`src/rtl/wa_pkg.sv`:
```
package wa_pkg;
  typedef enum logic [1:0] {
    OP_WINDOW = 2'd0,
    OP_CURSOR = 2'd1,
    OP_ORIENT = 2'd2,
    OP_NONE   = 2'd3
  } wa_op_e;

  localparam int MAX_BEATS = 6;
  localparam int WORD_W    = 16;

  // scan-direction word per orientation code
  function automatic logic [15:0] entry_word(input logic [1:0] o);
    case (o)
      2'd0:    entry_word = 16'h6830;
      2'd1:    entry_word = 16'h6818;
      2'd2:    entry_word = 16'h6800;
      default: entry_word = 16'h6828;
    endcase
  endfunction
endpackage

```
`src/rtl/wa_rst_sync.sv`:
```
module wa_rst_sync (
  input  logic clk,
  input  logic arst_n,
  output logic srst_n
);
  logic [1:0] sync_q;

  always_ff @(posedge clk or negedge arst_n) begin
    if (!arst_n) sync_q <= 2'b00;
    else         sync_q <= {sync_q[0], 1'b1};
  end

  assign srst_n = sync_q[1];
endmodule

```
`src/rtl/wa_remap.sv`:
```
module wa_remap #(
  parameter int PANEL_W = 320,
  parameter int PANEL_H = 240,
  parameter int CW      = 9
) (
  input  logic [1:0]    orient,
  input  logic [CW-1:0] x,
  input  logic [CW-1:0] y,
  input  logic [CW-1:0] w,
  input  logic [CW-1:0] h,
  output logic [15:0]   vpos_word,
  output logic [15:0]   hstart_word,
  output logic [15:0]   hend_word,
  output logic [15:0]   curx_word,
  output logic [15:0]   cury_word
);
  localparam logic [15:0] PW   = 16'(PANEL_W);
  localparam logic [15:0] PH   = 16'(PANEL_H);
  localparam logic [15:0] PW_M = 16'(PANEL_W - 1);
  localparam logic [15:0] PH_M = 16'(PANEL_H - 1);

  logic [15:0] x16, y16, xend, yend, xlim, ylim;
  logic [15:0] vs, ve, hs, he, cx, cy;

  always_comb begin
    x16  = 16'(x);
    y16  = 16'(y);
    xend = x16 + 16'(w) - 16'd1;
    yend = y16 + 16'(h) - 16'd1;
    xlim = x16 + 16'(w);
    ylim = y16 + 16'(h);
    case (orient)
      2'd0: begin
        vs = y16;          ve = yend;
        hs = x16;          he = xend;
        cx = x16;          cy = y16;
      end
      2'd1: begin
        vs = PH - xlim;    ve = PH_M - x16;
        hs = y16;          he = yend;
        cx = y16;          cy = PH_M - x16;
      end
      2'd2: begin
        vs = PH - ylim;    ve = PH_M - y16;
        hs = PW - xlim;    he = PW_M - x16;
        cx = PW_M - x16;   cy = PH_M - y16;
      end
      default: begin
        vs = x16;          ve = xend;
        hs = PW - ylim;    he = PW_M - y16;
        cx = PW_M - y16;   cy = x16;
      end
    endcase
    vpos_word   = {ve[7:0], vs[7:0]};
    hstart_word = {7'd0, hs[8:0]};
    hend_word   = {7'd0, he[8:0]};
    curx_word   = {7'd0, cx[8:0]};
    cury_word   = {8'd0, cy[7:0]};
  end
endmodule

```
`src/rtl/wa_seq.sv`:
```
module wa_seq #(
  parameter int DEPTH = 6,
  parameter int WW    = 16,
  localparam int NW   = $clog2(DEPTH + 1)
) (
  input  logic                      clk,
  input  logic                      rst_n,
  input  logic                      load,
  input  logic [NW-1:0]             ld_cnt,
  input  logic [DEPTH-1:0]          ld_ph,
  input  logic [DEPTH-1:0][WW-1:0]  ld_word,
  output logic                      busy,
  output logic                      out_valid,
  input  logic                      out_ready,
  output logic                      out_ph,
  output logic [WW-1:0]             out_word,
  output logic                      done
);
  logic [DEPTH-1:0]         ph_q, ph_d;
  logic [DEPTH-1:0][WW-1:0] word_q, word_d;
  logic [NW-1:0]            cnt_q, cnt_d, ptr_q, ptr_d;
  logic                     done_q, done_d;
  logic                     adv_en, ld_en;

  assign busy      = (ptr_q != cnt_q);
  assign out_valid = busy;
  assign adv_en    = busy & out_ready;
  assign ld_en     = load & ~busy;

  always_comb begin
    ph_d   = ph_q;
    word_d = word_q;
    cnt_d  = cnt_q;
    ptr_d  = ptr_q;
    done_d = 1'b0;
    if (ld_en) begin
      ph_d   = ld_ph;
      word_d = ld_word;
      cnt_d  = ld_cnt;
      ptr_d  = '0;
      done_d = (ld_cnt == '0);
    end else if (adv_en) begin
      ptr_d  = ptr_q + 1'b1;
      done_d = (ptr_d == cnt_q);
    end
  end

  always_ff @(posedge clk or negedge rst_n) begin
    if (!rst_n) begin
      ph_q   <= '0;
      word_q <= '0;
      cnt_q  <= '0;
      ptr_q  <= '0;
      done_q <= 1'b0;
    end else begin
      ph_q   <= ph_d;
      word_q <= word_d;
      cnt_q  <= cnt_d;
      ptr_q  <= ptr_d;
      done_q <= done_d;
    end
  end

  assign done = done_q;

  logic [DEPTH-1:0]         sel;
  logic [DEPTH-1:0][WW-1:0] masked;
  for (genvar i = 0; i < DEPTH; i++) begin : g_sel
    assign sel[i]    = busy && (ptr_q == NW'(i));
    assign masked[i] = sel[i] ? word_q[i] : '0;
  end

  always_comb begin
    out_word = '0;
    out_ph   = 1'b0;
    for (int i = 0; i < DEPTH; i++) begin
      out_word = out_word | masked[i];
      out_ph   = out_ph | (sel[i] & ph_q[i]);
    end
  end
endmodule

```
`src/rtl/gram_window_addresser.sv`:
```
module gram_window_addresser #(
  parameter int         PANEL_W     = 320,
  parameter int         PANEL_H     = 240,
  parameter int         CW          = 9,
  parameter logic [7:0] IDX_VPOS    = 8'h44,
  parameter logic [7:0] IDX_HSTART  = 8'h45,
  parameter logic [7:0] IDX_HEND    = 8'h46,
  parameter logic [7:0] IDX_XADDR   = 8'h4E,
  parameter logic [7:0] IDX_YADDR   = 8'h4F,
  parameter logic [7:0] IDX_RAMDATA = 8'h22,
  parameter logic [7:0] IDX_ENTRY   = 8'h11
) (
  input  logic          clk,
  input  logic          rst_n,
  input  logic          cmd_valid,
  output logic          cmd_ready,
  input  logic [1:0]    cmd_op,
  input  logic [CW-1:0] cmd_x,
  input  logic [CW-1:0] cmd_y,
  input  logic [CW-1:0] cmd_w,
  input  logic [CW-1:0] cmd_h,
  input  logic [1:0]    cmd_orient,
  output logic          wr_valid,
  input  logic          wr_ready,
  output logic          wr_data_phase,
  output logic [15:0]   wr_word,
  output logic          done,
  output logic [1:0]    orient_q,
  output logic [CW-1:0] log_width,
  output logic [CW-1:0] log_height
);
  import wa_pkg::*;

  localparam int DEPTH = MAX_BEATS;
  localparam int NW    = $clog2(DEPTH + 1);

  logic srst_n;
  wa_rst_sync u_rst (.clk(clk), .arst_n(rst_n), .srst_n(srst_n));

  logic busy, accept, orient_en;
  logic [1:0] orient_d;
  wa_op_e op;

  assign op        = wa_op_e'(cmd_op);
  assign cmd_ready = ~busy;
  assign accept    = cmd_valid & ~busy;
  assign orient_en = accept & (op == OP_ORIENT);

  always_comb begin
    orient_d = orient_q;
    if (orient_en) orient_d = cmd_orient;
  end

  always_ff @(posedge clk or negedge srst_n) begin
    if (!srst_n) orient_q <= 2'd0;
    else         orient_q <= orient_d;
  end

  assign log_width  = orient_q[0] ? CW'(PANEL_H) : CW'(PANEL_W);
  assign log_height = orient_q[0] ? CW'(PANEL_W) : CW'(PANEL_H);

  logic [15:0] vpos_w, hs_w, he_w, cx_w, cy_w;
  wa_remap #(.PANEL_W(PANEL_W), .PANEL_H(PANEL_H), .CW(CW)) u_remap (
    .orient(orient_q), .x(cmd_x), .y(cmd_y), .w(cmd_w), .h(cmd_h),
    .vpos_word(vpos_w), .hstart_word(hs_w), .hend_word(he_w),
    .curx_word(cx_w), .cury_word(cy_w)
  );

  logic [NW-1:0]                ld_cnt;
  logic [DEPTH-1:0]             ld_ph;
  logic [DEPTH-1:0][WORD_W-1:0] ld_word;

  always_comb begin
    ld_cnt  = '0;
    ld_ph   = '0;
    ld_word = '0;
    case (op)
      OP_WINDOW: begin
        ld_cnt     = NW'(6);
        ld_ph      = 6'b101010;
        ld_word[0] = {8'd0, IDX_VPOS};
        ld_word[1] = vpos_w;
        ld_word[2] = {8'd0, IDX_HSTART};
        ld_word[3] = hs_w;
        ld_word[4] = {8'd0, IDX_HEND};
        ld_word[5] = he_w;
      end
      OP_CURSOR: begin
        ld_cnt     = NW'(5);
        ld_ph      = 6'b001010;
        ld_word[0] = {8'd0, IDX_XADDR};
        ld_word[1] = cx_w;
        ld_word[2] = {8'd0, IDX_YADDR};
        ld_word[3] = cy_w;
        ld_word[4] = {8'd0, IDX_RAMDATA};
      end
      OP_ORIENT: begin
        if (cmd_orient != orient_q) begin
          ld_cnt     = NW'(2);
          ld_ph      = 6'b000010;
          ld_word[0] = {8'd0, IDX_ENTRY};
          ld_word[1] = entry_word(cmd_orient);
        end
      end
      default: ;
    endcase
  end

  wa_seq #(.DEPTH(DEPTH), .WW(WORD_W)) u_seq (
    .clk(clk), .rst_n(srst_n), .load(accept), .ld_cnt(ld_cnt),
    .ld_ph(ld_ph), .ld_word(ld_word), .busy(busy),
    .out_valid(wr_valid), .out_ready(wr_ready),
    .out_ph(wr_data_phase), .out_word(wr_word), .done(done)
  );
endmodule

```
`config.mk`:
```
export PLATFORM = sky130hd
export DESIGN_NAME = gram_window_addresser
export DESIGN_NICKNAME = d
export VERILOG_FILES = /design/src/rtl/wa_pkg.sv /design/src/rtl/wa_rst_sync.sv /design/src/rtl/wa_remap.sv /design/src/rtl/wa_seq.sv /design/src/rtl/gram_window_addresser.sv
export SDC_FILE = /design/constraint.sdc
export NUM_CORES = 1
export LEC_CHECK = 0
export CORE_MARGIN = 3
export CORE_UTILIZATION = 45
export CTS_CLUSTER_DIAMETER = 150
export DETAILED_ROUTE_END_ITERATION = 12
export PLACE_DENSITY = 0.68
export SYNTH_ARGS = -nofsm -noshare
export SYNTH_HDL_FRONTEND = slang
export SYNTH_HIERARCHICAL = 1
export SYNTH_SLANG_ARGS = --single-unit
```
`constraint.sdc`:
```
create_clock -name clk -period 3.5 [get_ports clk]
set_clock_uncertainty 0.05 [all_clocks]
set_input_delay 0.7 -clock clk [delete_from_list [all_inputs] [get_ports clk]]
set_output_delay 0.7 -clock clk [all_outputs]
set_load 0.005 [all_outputs]
```
==> results_dict.tcl, run 1 <==
set metrics [dict create \
    status "finished clean" \
    grt_util_met3_pct 3.22 \
    rr_worst_depth 11 \
    firstDrtPassIters 5 \
    gp_congestion 0.876 \
    grt_use_met2_pct 35.7 \
    die_w_um 145 \
    power_mw 8.54 \
    grt_pass1_vias 7095 \
    cts-root-buf "clkbuf_16" \
    crit_fanout 4 \
    die_area_mm2 0.0211 \
    arrival_ns 3.66 \
    worstPathRequired_ns 3.75 \
    overflow 0 \
    p_sw_mw 3.42 \
    track_usage_pct 20.9 \
    cap_violations 0 \
    antenna_found_initial 0 \
    ant_nets 0 \
    ys_ff_latch 113 \
    core_area_mm2 0.0188 \
    power_density_mw_per_mm2 778 \
    reg2reg_setup_slack_ns 0.45 \
    min_to "u_rst/sync_q[1]$_DFF_PN0_" \
    switching_share_pct 40.0 \
    top_level_ports 84 \
    endpoint_kind "flip-flop" \
    ys_warn_count 6 \
    cts_made_buffers 17 \
    cts_max_level 4 \
    die_y_um 145 \
    p_int_mw 5.12 \
    syn_avg_cell_area_um2 9.95 \
    synth_cells 875 \
    fin_nets 1126 \
    fin_ws_ns 0.0940 \
    final_cell_mix "dfrtp_1 (112), buf_4 (97), mux2_2 (82)" \
    synth_ff_type "dfrtp_1" \
    grt_max_degree 59 \
    portBuffers 73 \
    timing.final.crit_share_pct 97.3 \
    period_needed_ns 3.41 \
    grt_pass1_wl_mm 36.2 \
    maxSlewHeadroom_pct 39.0 \
    ir_drop_v 0.000444 \
    path_class "input port to flip-flop" \
    yosysSeqAreaShare_pct 32.5 \
    timing.rr.start "orient_q[1]$_DFFE_PN0P_" \
    r2r-end "u_seq/word_q[20]$_DFFE_PN0P_" \
    dp_hpwl_mm 16.3 \
    fmax_ghz 0.294 \
    busiest_layer "met2" \
    async_flop_share_pct 100 \
    grtUsageMet1_pct 27.8 \
    core.rowCount 50 \
    wire_per_inst_um 16.9 \
    finalSetupTns_ns 0 \
    clkPwrFrac_pct 18.8 \
    antennaDiodeCount 0 \
    routed_via_density 5.40 \
    finalSetupViolCount 0 \
    drc 0 \
    final_common_cell "dfrtp_1" \
    area_growth_syn_to_layout_pct 26.2 \
    synth.distinct_cells 71 \
    hold_viol_final 0 \
    worstMarginPinSlew_ns 0.913 \
    clk_pin_slew_ns 0.06 \
    placed_area_mm2 0.0102 \
    post-place-ws_ns -0.466 \
    layout-drive-gt1-share_pct 28.1 \
    hold_class "flip-flop to flip-flop" \
    maxSlewViolCount 0 \
    start_util_pct 46.2 \
    wirelength_mm 22.2 \
    hold_ws_ns 0.303 \
    netlist_area_mm2 0.00871 \
    fin_area_mm2 0.0110 \
    holdPathStages 0 \
    cts_tree "done" \
    hp-start "u_rst/sync_q[0]$_DFF_PN0_" \
    clk_latency_ns 0.41 \
    leakage_nw 5.25 \
    synth_edf_count 0 \
    drtIter0Drc 419 \
    crit_path_start_kind "input port" \
    pwr-share-comb_pct 57.1 \
    cts_buffer_depth 2 \
    seq_power_share_pct 24.1 \
    clock_sinks 113 \
    vias 7109 \
]
-- power groups by stage --
stage	Clock, mW	Sequential [mW]	Combinational, mW
floorplan	0	1.99	3.11
global placement	0	2.05	4.71
detailed placement	0	2.07	4.78
CTS	1.63	2.05	4.81
global route	1.69	2.11	5.32
finish	1.61	2.06	4.88
-- cells by family (layout without fill, tap and decap cells) --
kind of cell               after synthesis  in the layout  share of synthesized area [%]
other                                    4             76                          0.172
AOI/OAI and AO/OA                      229            229                           18.7
DFF                                    113            113                           32.5
muxes                                  149            149                           19.9
xor gates and xnor gates                55             55                           6.14
buffers and inverters                  132            242                           8.44
adders and majority gates               38             38                           5.63
and+or+nand+nor                        155            155                           8.51
-- registers in the layout, indices dropped and copies added, names as in the netlist --
register      flops
u_seq/ptr_q       3
u_seq/ph_q        6
u_seq/word_q     96
u_seq/done        1
orient_q          2
u_seq/cnt_q       3
u_rst/sync_q      2
-- through the flow --
step	util, %	instances
after floorplan	-	947
after global placement	54.4	1279
after detailed placement	54.4	1279
after CTS	57.4	1311
after global routing	58.3	1317
final	58.3	1317
-- worst max-delay path, stage by stage --
cell             delay (ns)
clkdlybuf4s50_1        0.42
buf_4                  0.15
ha_1                   0.28
a21o_1                 0.23
a221oi_2               0.33
xnor2_2                0.11
buf_4                  0.17
nor4_4                 0.25
buf_4                  0.16
buf_4                  0.09
nand3_1                0.10
xnor2_1                0.14
nand2_1                0.07
a31oi_1                0.07
and2_1                 0.14
mux2_2                 0.25
-- per-layer routing --
| metal | routed length (um) | vias to the layer above |
|---|---|---|
| met4 | 349 | 0 |
| met5 | 0 | - |
| li1 | - | 3406 |
| met2 | 10800 | 185 |
| met3 | 928 | 25 |
| met1 | 10200 | 3493 |
-- cell usage after synthesis (4+ instances only) --
library cell / count / area (um2)
buf_2: 10 / 50.1
nand2_1: 30 / 113
clkbuf_1: 29 / 109
conb_1: 4 / 15.0
xor2_1: 24 / 210
dfrtp_1: 113 / 2830
xnor2_1: 24 / 210
nor3_1: 11 / 55.1
and2_1: 17 / 106
buf_1: 4 / 15.0
xnor2_2: 4 / 65.1
buf_4: 50 / 375
nor2_1: 65 / 244
a221o_1: 20 / 200
nand2b_1: 6 / 37.5
nand3_1: 11 / 55.1
o21a_1: 6 / 45.0
mux2i_1: 38 / 380
a31oi_1: 8 / 50.1
a22oi_1: 39 / 293
mux2_4: 28 / 420
inv_1: 30 / 113
a21oi_1: 50 / 250
buf_6: 5 / 56.3
mux2_2: 83 / 935
a21o_1: 4 / 30.0
o21ai_0: 34 / 170
ha_1: 36 / 450
a22o_1: 18 / 158
o22ai_1: 9 / 56.3
-- worst max-delay path by stage --
stage	startpoint	endpoint	cells past startpoint
floorplan	u_rst/sync_q[1]$_DFF_PN0_	orient_q[0]$_DFFE_PN0P_	0
global route	cmd_x[1]	u_seq/word_q[22]$_DFFE_PN0P_	15
CTS	cmd_y[0]	u_seq/word_q[56]$_DFFE_PN0P_	15
finish	cmd_x[1]	u_seq/word_q[88]$_DFFE_PN0P_	16
global placement	cmd_y[0]	u_seq/word_q[54]$_DFFE_PN0P_	15
detailed placement	cmd_x[0]	u_seq/word_q[87]$_DFFE_PN0P_	15
-- final cells by class --
type / instances / area (um2)
fillers: 1665 / 7850
multi-input cells: 702 / 5550
flip-flops and latches: 113 / 2830
repair buffers: 177 / 1600
clock buffers: 17 / 425
well taps: 260 / 325
clock inverters: 15 / 126
inverters: 33 / 124
-- timing repair --
| action | in CTS | in global routing |
|---|---|---|
| resized for setup | 2 | 34 |
| setup buffers | 0 | 6 |
| pin swaps | 2 | 24 |
| endpoints found under the setup margin | 6 | 17 |
| hold buffers | 0 | 0 |
No activity file was read; power rests on OpenSTA's default activity.
==> inputs of run 2 (changes only) <==
--- a/config.mk
+++ b/config.mk
@@ -9,8 +9,8 @@
 export CORE_UTILIZATION = 45
 export CTS_CLUSTER_DIAMETER = 150
 export DETAILED_ROUTE_END_ITERATION = 12
-export PLACE_DENSITY = 0.68
+export PLACE_DENSITY = 0.78
 export SYNTH_ARGS = -nofsm -noshare
 export SYNTH_HDL_FRONTEND = slang
-export SYNTH_HIERARCHICAL = 1
 export SYNTH_SLANG_ARGS = --single-unit
+export TNS_END_PERCENT = 50
==> results_dict.tcl, run 2 <==
set metrics [dict create \
    hold_class "flip-flop to flip-flop" \
    syn_avg_cell_area_um2 7.79 \
    multi_input_area_mm2 0.00368 \
    drtIter0Drc 578 \
    synth_ff_type "dfrtp_1" \
    core_area_mm2 0.0110 \
    largest_register_ff_count 38 \
    synth_cells 657 \
    leakage_nw 2.95 \
    top_level_ports 84 \
    synthTopCellsByCount "nand2_1 (82), o21ai_0 (55), a21oi_1 (51)" \
    slowest_delay_ns 0.49 \
    synth.most_common_cell "nand2_1" \
    arrival_ns 3.57 \
    yosys.area.top_type "dfrtp_1" \
    async_flop_share_pct 100 \
    period_needed_ns 3.44 \
    clk_pin_slew_ns 0.07 \
    overflow 0 \
    ant_nets 0 \
    worstSetupPathDepth 13 \
    cts_buffer_depth 2 \
    dp_hpwl_mm 14.4 \
    core.rowCount 38 \
    die_y_um 113 \
    die_w_um 113 \
    critPathBufInv 3 \
    track_usage_pct 28.2 \
    endpoint_kind "flip-flop" \
    crit_path_start_kind "input port" \
    cap_violations 0 \
    drc 0 \
    placed_area_mm2 0.00645 \
    ys_ff_latch 48 \
    antenna_found_initial 0 \
    crit_path_cell_trace "clkdlybuf4s50_1, ha_1, inv_1, fa_1, nand2b_4, a21oi_2, xor2_2, buf_6, nor3_1, o21bai_1, xor2_1, a21oi_1, a311oi_1" \
    holdPathStages 0 \
    timing.final.crit_share_pct 98.2 \
    gp_congestion 0.932 \
    synth_top_area_share_pct 23.5 \
    cts_max_level 2 \
    worstPathRequired_ns 3.63 \
    ir_drop_v 0.000650 \
    synth.distinct_cells 70 \
    synth_area_leaders "dfrtp_1 (23%), ha_1 (8.8%), nand2_1 (6.0%), o21ai_0 (5.4%), a21oi_1 (5.0%)" \
    fillers 997 \
    synth_edf_count 0 \
    grt_setup_unrepaired "true" \
    area_growth_syn_to_layout_pct 31.7 \
    status "finished clean" \
    netlist_area_mm2 0.00512 \
    ys_warn_count 0 \
    routed_via_density 6.02 \
    portBuffers 73 \
    fin_area_mm2 0.00675 \
    grt_pass1_wl_mm 28.8 \
    vias 5545 \
    cts-root-buf "clkbuf_16" \
    fin_ws_ns 0.0645 \
    firstDrtPassIters 5 \
    yosysSeqAreaShare_pct 23.5 \
    maxSlewViolCount 0 \
    start_util_pct 46.6 \
    maxSlewHeadroom_pct 28.3 \
    fin_nets 862 \
    rr_worst_depth 11 \
    postCtsHoldBufs 0 \
    wire_per_inst_um 19.8 \
    post-place-ws_ns -0.285 \
    clk_latency_ns 0.29 \
    fmax_ghz 0.291 \
    critPathTopFamily "compound AO/OA/AOI/OAI gates" \
    worstMarginPinSlew_ns 1.08 \
    grt_pass1_vias 5310 \
    finalSetupViolCount 0 \
    power_density_mw_per_mm2 747 \
    clock_sinks 48 \
    crit_fanout 5 \
    grt_max_degree 47 \
    top_regs "u_seq.word_q (38), u_seq.ptr_q (3)" \
    register_area_mm2 0.00120 \
    cts_made_buffers 5 \
    crit_slowest_cell "clkdlybuf4s50_1" \
    final_common_cell "buf_4" \
    layout-drive-gt1-share_pct 17.7 \
    hold_viol_final 0 \
    wirelength_mm 18.2 \
    antennaDiodeCount 0 \
    cts_tree "done" \
    top_register "u_seq.word_q" \
    die_area_mm2 0.0127 \
    path_class "input port to flip-flop" \
    final_cell_mix "buf_4 (89), nand2_1 (82), clkdlybuf4s50_1 (73)" \
]
run 2: changes by cell type after synthesis, sizes merged, moves of 7 or more:
cell / before / now
mux2: 111 / 9
dfrtp: 113 / 48
nand2: 30 / 83
buf: 69 / 27
mux2i: 38 / 10
nor2: 65 / 37
a22oi: 39 / 14
o21ai: 38 / 56
a221o: 20 / 5
a22o: 18 / 4
a221oi: 4 / 12
o211ai: 0 / 8
a211oi: 4 / 11
and2: 17 / 10
run 2: layer usage:
metal | wire length [um] | part of all wire, % | global-route usage, %
met3 | 1100 | 6.0 | 2.75
met4 | 473 | 2.6 | 7.45
met5 | 0 | 0 | 0
met1 | 7980 | 44 | 39.2
met2 | 8670 | 48 | 47.0
run 2: cells by family after synthesis:
family                     Yosys count  synth area share (%)
buffers and inverters               87                  7.79
and+or+nand+nor                    186                  17.0
adders and majority gates           38                  9.58
DFF                                 48                  23.5
AOI/OAI and AO/OA                  228                  29.7
other                                2                 0.147
xor gates and xnor gates            49                  8.38
muxes                               19                  4.01
run 2: layout make-up:
cell class / instances / area share, %
clock buffers: 6 / 2.06
clock inverters: 2 / 0.223
multi-input cells: 531 / 54.6
well taps: 140 / 2.60
flip-flops and latches: 48 / 17.8
repair buffers: 164 / 21.1
inverters: 30 / 1.67
run 2: worst reg2reg max path, delay by kind of cell, from the launching register on:
family	cells	cell delay, ns
xor+xnor	1	0.24
mux	1	0.36
buf+inv	4	0.68
simple gates	1	0.17
flops	1	0.38
compound gates	2	0.33
fa+ha+maj	2	0.59
run 2: metrics by stage:
step	cells	util [%]	power, mW	TNS [ns]	hold slack, ns
finish	921	61.4	5.04	0	0.310
global route	921	61.4	5.39	-0.241	0.330
CTS	920	60.1	4.92	0	0.314
detailed placement	912	58.7	4.40	-3.35	0.293
global placement	912	58.7	4.35	-2.31	0.288
floorplan	666	-	3.07	0	0.281
run 2: power by group:
group / switching, mW / leakage (nW) / internal (mW)
clock: 0.222 / 0.0691 / 0.285
sequential: 0.188 / 0.614 / 0.790
combinational: 1.98 / 2.27 / 1.57
total: 2.39 / 2.95 / 2.64
run 2: timing repair:
| item | in CTS | in global routing |
|---|---|---|
| endpoints found under the setup margin | 0 | 19 |
| gates resized for setup | 0 | 26 |
| setup buffers | 0 | 1 |
run 2: final timing paths:
| kind | from | to | slack [ns] |
|---|---|---|---|
| setup / recovery | cmd_y[0] | u_seq.word_q[53]$_DFFE_PN0P_ | 0.06 |
| hold / removal | u_rst.sync_q[0]$_DFF_PN0_ | u_rst.sync_q[1]$_DFF_PN0_ | 0.31 |
| setup reg to reg | orient_q[0]$_DFFE_PN0P_ | u_seq.word_q[54]$_DFFE_PN0P_ | 0.58 |
| hold reg to reg | u_rst.sync_q[0]$_DFF_PN0_ | u_rst.sync_q[1]$_DFF_PN0_ | 0.31 |
| max in group asynchronous | u_rst.sync_q[1]$_DFF_PN0_ | u_seq.word_q[25]$_DFFE_PN0P_ | 2.30 |
| min in group asynchronous | u_rst.sync_q[1]$_DFF_PN0_ | u_seq.ptr_q[0]$_DFFE_PN0P_ | 0.42 |
